$ cat src/rtl/spill_cache_pkg.sv
package spill_cache_pkg;

  typedef enum logic [2:0] {
    SC_EMPTY = 3'd0,
    SC_PART  = 3'd1,
    SC_FULL  = 3'd2,
    SC_READ  = 3'd3,
    SC_WRITE = 3'd4,
    SC_RDWR  = 3'd5
  } sc_state_e;

  localparam int unsigned SC_SLOTS = 2;

endpackage

$ cat src/rtl/spill_cache_slots.sv
module spill_cache_slots #(
  parameter int unsigned DATA_W = 16
) (
  input  logic              clk,
  input  logic              rst_n,
  input  logic              pop,
  input  logic              push,
  input  logic [DATA_W-1:0] push_data,
  output logic [DATA_W-1:0] head_data,
  output logic [1:0]        count
);
  import spill_cache_pkg::*;

  logic [DATA_W-1:0] slot_q [SC_SLOTS];
  logic              head_q;
  logic [1:0]        count_q;
  logic              wr_idx;
  logic              head_nx;
  logic [1:0]        count_nx;

  // the free slot after the head; when both are taken and the head
  // leaves in the same cycle, the head slot itself is reused
  assign wr_idx   = head_q ^ count_q[0];
  assign head_nx  = pop ? ~head_q : head_q;
  assign count_nx = count_q + {1'b0, push} - {1'b0, pop};

  generate
    for (genvar g = 0; g < SC_SLOTS; g++) begin : g_slot
      always_ff @(posedge clk) begin
        if (push && (wr_idx == 1'(g))) begin
          slot_q[g] <= push_data;
        end
      end
    end
  endgenerate

  always_ff @(posedge clk or negedge rst_n) begin
    if (!rst_n) begin
      head_q  <= 1'b0;
      count_q <= 2'd0;
    end else begin
      head_q  <= head_nx;
      count_q <= count_nx;
    end
  end

  assign head_data = slot_q[head_q];
  assign count     = count_q;


  no_overflow_chk: assert property (@(posedge clk) disable iff (!rst_n)
    (count_q == 2'd2 && !pop) |-> !push);


  no_underflow_chk: assert property (@(posedge clk) disable iff (!rst_n)
    (count_q == 2'd0) |-> !pop);


  count_range_chk: assert property (@(posedge clk) disable iff (!rst_n)
    count_q != 2'd3);

endmodule

$ cat src/rtl/spill_cache_ctrl.sv
module spill_cache_ctrl #(
  parameter int unsigned DATA_W = 16
) (
  input  logic              clk,
  input  logic              rst_n,
  input  logic              in_valid,
  input  logic [DATA_W-1:0] in_data,
  input  logic              out_ack,
  input  logic [1:0]        count,
  input  logic              mem_empty,
  input  logic              mem_wr_ok,
  input  logic              mem_rd_ok,
  input  logic [DATA_W-1:0] mem_rd_data,
  output logic              pop,
  output logic              push,
  output logic [DATA_W-1:0] push_data,
  output logic              mem_wr_req,
  output logic              mem_rd_req,
  output logic [DATA_W-1:0] mem_wr_data
);
  import spill_cache_pkg::*;

  sc_state_e         state_q, state_nx;
  logic [DATA_W-1:0] spill_q;
  logic              rd_pend, wr_pend;
  logic              room, take, spill_go, rd_done;
  logic              rd_nx, wr_nx;
  logic [2:0]        cnt_nx;

  always_comb begin
    rd_pend = (state_q == SC_READ)  || (state_q == SC_RDWR);
    wr_pend = (state_q == SC_WRITE) || (state_q == SC_RDWR);
  end

  always_comb begin
    pop      = out_ack && (count != 2'd0);
    room     = (count != 2'd2) || pop;
    take     = in_valid && mem_empty && !wr_pend && !rd_pend && room;
    spill_go = in_valid && !take && (!wr_pend || mem_wr_ok);
    rd_done  = rd_pend && mem_rd_ok;
    push     = take || rd_done;
    push_data = rd_done ? mem_rd_data : in_data;
    cnt_nx   = {1'b0, count} + {2'b00, push} - {2'b00, pop};
  end

  always_comb begin
    wr_nx = (wr_pend && !mem_wr_ok) || spill_go;
    if (rd_pend) begin
      rd_nx = !mem_rd_ok;
    end else begin
      rd_nx = !mem_empty && (cnt_nx <= 3'd1);
    end
    unique case ({rd_nx, wr_nx})
      2'b11:   state_nx = SC_RDWR;
      2'b10:   state_nx = SC_READ;
      2'b01:   state_nx = SC_WRITE;
      default: begin
        if (cnt_nx == 3'd0) begin
          state_nx = SC_EMPTY;
        end else if (cnt_nx == 3'd1) begin
          state_nx = SC_PART;
        end else begin
          state_nx = SC_FULL;
        end
      end
    endcase
  end

  always_ff @(posedge clk or negedge rst_n) begin
    if (!rst_n) begin
      state_q <= SC_EMPTY;
    end else begin
      state_q <= state_nx;
    end
  end

  always_ff @(posedge clk or negedge rst_n) begin
    if (!rst_n) begin
      spill_q <= '0;
    end else if (spill_go) begin
      spill_q <= in_data;
    end
  end

  assign mem_wr_req  = wr_pend;
  assign mem_rd_req  = rd_pend;
  assign mem_wr_data = spill_q;


  wr_hold_chk: assert property (@(posedge clk) disable iff (!rst_n)
    (mem_wr_req && !mem_wr_ok) |=> mem_wr_req);


  wr_data_hold_chk: assert property (@(posedge clk) disable iff (!rst_n)
    (mem_wr_req && !mem_wr_ok) |=> $stable(mem_wr_data));


  rd_hold_chk: assert property (@(posedge clk) disable iff (!rst_n)
    (mem_rd_req && !mem_rd_ok) |=> mem_rd_req);


  rd_room_chk: assert property (@(posedge clk) disable iff (!rst_n)
    mem_rd_req |-> (count != 2'd2));


  order_chk: assert property (@(posedge clk) disable iff (!rst_n)
    (mem_rd_req || mem_wr_req || !mem_empty) |-> !(push && !mem_rd_ok));

endmodule

$ cat src/rtl/spill_cache.sv
module spill_cache #(
  parameter int unsigned DATA_W = 16
) (
  input  logic              clk,
  input  logic              rst_n,
  input  logic              in_valid,
  input  logic [DATA_W-1:0] in_data,
  output logic              out_valid,
  output logic [DATA_W-1:0] out_data,
  input  logic              out_ack,
  input  logic              mem_empty,
  output logic              mem_wr_req,
  output logic [DATA_W-1:0] mem_wr_data,
  input  logic              mem_wr_ok,
  output logic              mem_rd_req,
  input  logic              mem_rd_ok,
  input  logic [DATA_W-1:0] mem_rd_data
);

  logic              pop, push;
  logic [DATA_W-1:0] push_data;
  logic [1:0]        count;

  spill_cache_ctrl #(.DATA_W(DATA_W)) u_ctrl (
    .clk         (clk),
    .rst_n       (rst_n),
    .in_valid    (in_valid),
    .in_data     (in_data),
    .out_ack     (out_ack),
    .count       (count),
    .mem_empty   (mem_empty),
    .mem_wr_ok   (mem_wr_ok),
    .mem_rd_ok   (mem_rd_ok),
    .mem_rd_data (mem_rd_data),
    .pop         (pop),
    .push        (push),
    .push_data   (push_data),
    .mem_wr_req  (mem_wr_req),
    .mem_rd_req  (mem_rd_req),
    .mem_wr_data (mem_wr_data)
  );

  spill_cache_slots #(.DATA_W(DATA_W)) u_slots (
    .clk       (clk),
    .rst_n     (rst_n),
    .pop       (pop),
    .push      (push),
    .push_data (push_data),
    .head_data (out_data),
    .count     (count)
  );

  assign out_valid = (count != 2'd0);


  valid_hold_chk: assert property (@(posedge clk) disable iff (!rst_n)
    (out_valid && !out_ack) |=> (out_valid && $stable(out_data)));

endmodule

$ cat config.mk
export PLATFORM = sky130hd
export DESIGN_NAME = spill_cache
export DESIGN_NICKNAME = d
export VERILOG_FILES = /design/src/rtl/spill_cache_pkg.sv /design/src/rtl/spill_cache_slots.sv /design/src/rtl/spill_cache_ctrl.sv /design/src/rtl/spill_cache.sv
export SDC_FILE = /design/constraint.sdc
export NUM_CORES = 1
export LEC_CHECK = 0
export BUFFER_PORTS_ARGS = -buffer_cell sky130_fd_sc_hd__buf_4
export CORE_MARGIN = 4
export CORE_UTILIZATION = 50
export DETAILED_ROUTE_END_ITERATION = 12
export PLACE_DENSITY = 0.89
export RECOVER_POWER = 100
export SYNTH_ARGS = -nofsm -noshare
export SYNTH_HDL_FRONTEND = slang
export SYNTH_HIERARCHICAL = 1
export SYNTH_SLANG_ARGS = --single-unit
$ cat constraint.sdc
create_clock -name clk -period 3.56 [get_ports clk]
set_input_delay 0.534 -clock clk [delete_from_list [all_inputs] [get_ports clk]]
set_output_delay 0.534 -clock clk [all_outputs]
set_load 0.01 [all_outputs]
**Yosys cells after proc, flatten, opt, wreduce, memory -nomap -nowiden**

Memory sizes are Yosys's and may differ from the RTL's.
Cells that the tools add are included.

- Flip-flop bits (word level): 22
- RAM bits: 32
- Input bits: 39
- Output and inout bits: 35
- Logic and storage cells: 60
- Memories kept: 1

- Add/sub/neg operators: 4
- Magnitude comparators: 1
- Eq/ne operators: 8
- Mux-type cells: 12
- Bitwise operators: 3
- Reductions and logical operators: 27

Memory list:

| name | words | width | rd ports | clocked after memory_dff | wr ports | RTL line | text |
|---|---|---|---|---|---|---|---|
| u_slots.slot_q | 2 | 16 | 1 | 0 | 1 | spill_cache_slots.sv:14 | `logic [DATA_W-1:0] slot_q [SC_SLOTS];` |

Operator list:

| operator | number |
|---|---|
| two-way mux 16 bit | 2 |
| OR reduction 16 bit | 1 |
| logical AND 1 bit | 12 |
| case mux 3 bit (3 select lines) | 1 |
| two-way mux 1 bit | 7 |
| equality test 3 bit, second input constant | 2 |
| zero test 1 bit | 6 |
| logical OR 1 bit | 6 |
| equality test 2 bit, second input constant | 2 |
| adder 2 x 1 -> 3 bit | 1 |
| equality test 3 x 1 -> 1 bit, second input constant | 1 |
| equality test 3 x 2 -> 1 bit, second input constant | 1 |
| less-or-equal comparator 3 x 1 -> 1 bit, second input constant | 1 |
| zero test 3 bit | 1 |
| two-way mux 3 bit | 1 |
| subtractor 3 x 1 -> 3 bit | 1 |
| adder 2 x 1 -> 2 bit | 1 |
| equality test 2 x 1 -> 1 bit, second input constant | 1 |
| two-way mux 2 bit | 1 |
| != test 2 bit, second input constant | 1 |
| inverter 1 bit | 2 |
| nonzero test 2 bit | 1 |
| subtractor 2 x 1 -> 2 bit | 1 |
| XOR 1 bit | 1 |

**Logic depth before layout (Yosys ltp)**

- Depth in word-level cells: 14
- Depth in mapped cells: 12
- Gate-level depth less buffers: 11

**Modules after synthesis**

The synthesis kept the hierarchy.

By module, submodules not included:

| module | instances | cells an instance | area an instance (um^2) | seq. area each (um^2) |
|---|---|---|---|---|
| spill_cache_slots | 1 | 64 | 1,362.6 | 1,036.0 |
| spill_cache_ctrl | 1 | 86 | 1,133.6 | 475.5 |
| spill_cache | 1 | 1 | 6.3 | 0.0 |

**Worst setup path before layout**

Ideal clock, no wire load.

- Path kind: reg2reg
- From: reg u_ctrl.state_q[1]
- To: reg u_ctrl.state_q[1]
- Library setup time: 0.121 ns
- Arrival time: 2.376 ns
- Data required time: 3.439 ns
- Path slack: 1.064 ns
- Cell stages (with the launch flop): 13
- Buffers on the path: 2
- Period minus slack after synthesis: 2.496 ns
- Cells stage by stage: dfrtp_1 xor2_1 and3_1 buf_2 buf_2 a21o_1 ha_1 inv_1 fa_1 xnor2_1 nand2_1 o21bai_1 a22o_1

- Word-level cells in the longest chain between the ends: 14
- Elaborated cells between the ends (all ways): 31
- Those cells by class: 2 x add/sub; 1 x order compare; 7 x eq/ne; 4 x mux; 17 x reduce/logical

Ends and longest elaborated chain:

| item | RTL line | text |
|---|---|---|
| start, declared | spill_cache_ctrl.sv:23 | `sc_state_e state_q, state_nx;` |
| start signal, assigned | spill_cache_ctrl.sv:73 | `state_q <= state_nx;` |
| equality test 3 bit (on tied branches) | spill_cache_ctrl.sv:32, spill_cache_ctrl.sv:31 |  |
| logical OR 1 bit | spill_cache_ctrl.sv:32 | `wr_pend = (state_q == SC_WRITE) \|\| (state_q == SC_RDWR);` |
| zero test 1 bit | spill_cache_ctrl.sv:38 | `take = in_valid && mem_empty && !wr_pend && !rd_pend && room;` |
| logical AND 1 bit (3 in a row) | spill_cache_ctrl.sv:38 |  |
| logical OR 1 bit * | spill_cache_ctrl.sv:41 | `push = take \|\| rd_done;` |
| net push | spill_cache.sv:20 | `logic pop, push;` |
| adder 2 x 1 -> 3 bit * | spill_cache_ctrl.sv:43 | `cnt_nx = {1'b0, count} + {2'b00, push} - {2'b00, pop};` |
| subtractor 3 x 1 -> 3 bit * | spill_cache_ctrl.sv:43 |  |
| less-or-equal comparator 3 x 1 -> 1 bit | spill_cache_ctrl.sv:51 | `rd_nx = !mem_empty && (cnt_nx <= 3'd1);` |
| logical AND 1 bit | spill_cache_ctrl.sv:51 |  |
| two-way mux 1 bit | spill_cache_ctrl.sv:48 | `if (rd_pend) begin` |
| equality test 2 x 1 -> 1 bit or equality test 2 bit (tied branches) | spill_cache_ctrl.sv:53 | `unique case ({rd_nx, wr_nx})` |
| case mux 3 bit (3 select lines) * | spill_cache_ctrl.sv:53 |  |
| net u_ctrl.state_nx[1] | spill_cache_ctrl.sv:23 |  |

The timed path passes the listed nets; every way through them passes the cells marked *.
A chain may end at the register's enable or synchronous reset.

**Worst setup path after layout**

Ends and elaborated chain as after synthesis.

==> metrics.log <==
INFO  metric clkPwrFrac = 14.3%
INFO  metric area_overhead_of_the_layout_relative_to_synthesis = 20.1%
INFO  metric fin_skew = between 0.007 and 0.008 ns
INFO  metric grt_pass1_wl = between 7000 and 8000 um
INFO  metric grt_setup_unrepaired = no
INFO  metric grt.overflow.total = 0
INFO  metric post-route-drc-count = 0
INFO  metric finalSetupViolCount = 0
INFO  metric critical-path-slowest-cell = a21boi_0
INFO  metric grt_util_all_layers = roughly 17%
INFO  metric post_drt_via_cell_ratio = between 4 and 5
INFO  metric coreArea = around 4800 um2
INFO  metric hpwlAfterDp = around 3800 um
INFO  metric ctsHtreeMaxLevel = 2
INFO  metric synth_nets = ~200
INFO  metric nature_of_the_critical_path_startpoint = register
INFO  metric routedWlPerCell = 16.8 um
INFO  metric cell_chain_critical_path = xor2_1 -> a21boi_0 -> and2_0 -> a21o_1 -> ha_1 -> inv_1 -> fa_1 -> xnor2_1 -> nand2_1 -> o21bai_1 -> a22o_1
INFO  metric tritoncts = yes
INFO  metric vias = 1457
INFO  metric synth-warning-count = 6
INFO  metric die_w = approximately 79 um
INFO  metric port-buffer-count = 73
INFO  metric crit_type = register to register
INFO  metric worstMarginPinSlew = about 1.3 ns
INFO  metric first_pass_iters = 5
INFO  metric synth_enable_flop_cells = 32
INFO  metric power.ir.vdd_worst = 0.000476 V
INFO  metric timing_max_transition_violations_final = 0
INFO  metric power.density_cell_area = approximately 780 nW/um2
INFO  metric timing.fmax = ~350 MHz
INFO  metric first_global_vias = roughly 1600
INFO  metric cts_root_buf = clkbuf_8
INFO  metric synthTopCellsByArea = edfxtp_1 38%, dfrtp_1 22%, mux2_2 13%, mux2_4 11%, ha_1 2.0%
INFO  metric synth.cells.most_frequent = 32 x edfxtp_1, 29 x mux2_2, 22 x dfrtp_1
INFO  metric syn-cell-area = roughly 2500 um2
INFO  metric power_leakage = 1.22 nW
INFO  metric count_leader_synth = edfxtp_1
INFO  metric cpPeakStageDelay = around 0.44 ns
INFO  metric cp_data_arrival_time = ~3.0 ns
INFO  metric ios = between 70 and 80
INFO  metric comb_power_share = roughly two fifths
INFO  metric proportion_of_synthesized_flip_flops_having_asynchronous_set_or_reset = between 40% and 50%
INFO  metric min_period = around 2.8 ns
INFO  metric max_cap_violations = 0
INFO  metric fp.dieArea = roughly 6200 um2
INFO  metric totalWireLength = 4980 um
INFO  metric floorplan.rows = 25
INFO  metric grt_start_max_net_pins = 23
INFO  metric postSynthRegisterBits = 54
INFO  metric outcome = finished clean
INFO  metric total_switching_power = roughly 0.82 mW
INFO  metric critPathMaxFanout = 4
INFO  metric yosys_most_used_dff = edfxtp_1
INFO  metric worst_min_delay_path_category = primary input to register
INFO  metric chipHeight = around 79 um
INFO  metric drive_gt1_share = approximately 31%
INFO  metric p_int = between 1.5 and 2 mW
INFO  metric worst_path_clk_slew = roughly 0.09 ns
INFO  metric dpl_cell_area = between 3000 and 4000 um2
INFO  metric cts-buffers-inserted = 5
INFO  metric worst_slew_margin_rel = 14.1%
INFO  metric syn_area_per_cell = ~17 um2
INFO  metric fin_crit_sh = roughly four fifths
INFO  metric critical_path.endpoint_type = register
INFO  metric cts_repair_resize_count = 0
INFO  metric clock-sinks = 54
INFO  metric drt_iter0_markers = 78
INFO  metric totalNegativeSetupSlack = 0 ns
INFO  metric fillerInstances = 421
INFO  metric timing.final.hold_violations = 0
INFO  metric syn_inst = approximately 150
INFO  metric synth_sequential_area_ratio = approximately 60%
INFO  metric post-cts-setup-buffers = 0
INFO  metric sequential_share_of_power = a little over two fifths
INFO  metric power.share.switching = between 30% and 40%
INFO  metric final_design_area_no_fill = roughly 3000 um2
INFO  metric clock_latency_on_the_worst_skew_pair = around 0.29 ns
INFO  metric antenna_cells_inserted = 0
INFO  metric worstPathRequired = 3.74 ns
INFO  metric antenna_violating_nets_post_route = 0
INFO  metric initial_utilization = between 50% and 60%
INFO  metric cts.path.max_buffers = 2
INFO  metric place.gp.congestion = 0.761
INFO  metric hold_buffers = 0
INFO  metric antenna_violations_before_repair = 0
INFO  metric synth_top_area_share = between 30% and 40%
INFO  metric synthDistinctLibCells = 29
INFO  metric synth_area_leader_cell = edfxtp_1
INFO  metric design.final.nets = 273
==> metal layers <==
layer	up-vias	wire [um]	track usage (%)	part of all wire, %
met5	-	0	0	0
met4	0	87	7.34	1.7
met3	6	154	2.72	3.1
met2	31	2770	30.2	56
met1	718	1970	19.1	40
li1	702	-	-	-
==> path summary, 6_finish.rpt <==
path / slack, ns / depth (start not counted) / startpoint / to
worst min-delay path: 0.46 / 2 / in_data[13] / u_ctrl/mem_wr_data[13]
worst min register to register: 0.50 / 1 / u_ctrl/mem_wr_data[13] / u_ctrl/mem_wr_data[13]
max in group asynchronous: 2.30 / 1 / rst_n / u_ctrl/state_q[1]
worst max-delay path: 0.72 / 11 / u_ctrl/state_q[1] / u_ctrl/state_q[1]
worst max register to register: 0.72 / 11 / u_ctrl/state_q[1] / u_ctrl/state_q[1]
min in group asynchronous: 0.50 / 1 / rst_n / u_ctrl/mem_wr_data[7]
==> stage by stage <==
step | setup WS [ns] | util, % | instances | power, mW | hold slack (ns)
2_1_floorplan | 1.06 | - | 151 | 1.81 | 0.238
3_3_place_gp | 0.968 | 64.8 | 289 | 2.23 | 0.449
3_5_place_dp | 0.832 | 64.8 | 289 | 2.27 | 0.452
4_1_cts | 0.906 | 66.7 | 297 | 2.61 | 0.127
5_1_grt | 0.422 | 62.8 | 297 | 2.52 | 0.448
6_report | 0.721 | 62.8 | 297 | 2.35 | 0.461
==> final cells by class <==
class	count	area [um2]	area share [%]
Multi-Input combinational cell	81	822	27.3
Tap cell	67	83.8	2.79
Inverter	10	37.5	1.25
Timing Repair Buffer	77	462	15.4
Sequential cell	54	1510	50.3
Clock buffer	8	90.1	3.00
==> sequential cells by signal (all words and copies together), names as in the netlist <==
name and flops:
u_slots/slot_q 32, u_ctrl/mem_wr_data 16, u_ctrl/state_q 3, u_slots/count 2, u_slots/head_q 1
==> cell usage in the layout, fill, tap and decap left out, types with 2 or more instances in the layout <==
| master | netlist | layout |
|---|---|---|
| xor2_1 | 3 | 3 |
| edfxtp_1 | 32 | 32 |
| clkbuf_1 | 0 | 33 |
| xnor2_1 | 3 | 3 |
| a21oi_1 | 2 | 2 |
| nand2_1 | 3 | 3 |
| inv_1 | 10 | 10 |
| and2_0 | 0 | 2 |
| a211o_1 | 2 | 2 |
| mux2_1 | 0 | 29 |
| dfrtp_1 | 22 | 22 |
| buf_4 | 1 | 46 |
| mux2_2 | 29 | 18 |
| nor2_1 | 3 | 3 |
| clkbuf_8 | 0 | 6 |
| ha_1 | 4 | 4 |
==> kinds of logic (layout without fill, tap and decap cells) <==
| family | after synthesis | count (layout) | share of synthesized area (%) |
|---|---|---|---|
| DFF | 54 | 54 | 60.4 |
| adders and majority gates | 5 | 5 | 2.80 |
| AOI/OAI and AO/OA | 11 | 11 | 4.05 |
| and+or+nand+nor | 11 | 11 | 2.15 |
| xor gates and xnor gates | 6 | 6 | 2.10 |
| muxes | 48 | 48 | 24.4 |
| buffers and inverters | 16 | 95 | 4.05 |
==> critical path, delay by kind of cell (launching register included) <==
family | cells | cell delay, ns
fa+ha+maj | 2 | 0.54
flops | 1 | 0.39
xor+xnor | 2 | 0.33
simple gates | 2 | 0.38
buf+inv | 1 | 0.05
compound gates | 4 | 1.04
==> power groups by stage <==
stage / Combinational [mW] / Clock, mW / Sequential, mW
2_1_floorplan: 0.757 / 0 / 1.06
3_3_place_gp: 1.19 / 0 / 1.04
3_5_place_dp: 1.22 / 0 / 1.05
4_1_cts: 1.23 / 0.347 / 1.04
5_1_grt: 1.09 / 0.379 / 1.06
6_report: 0.980 / 0.336 / 1.03
(Power assumes the default switching activity.)
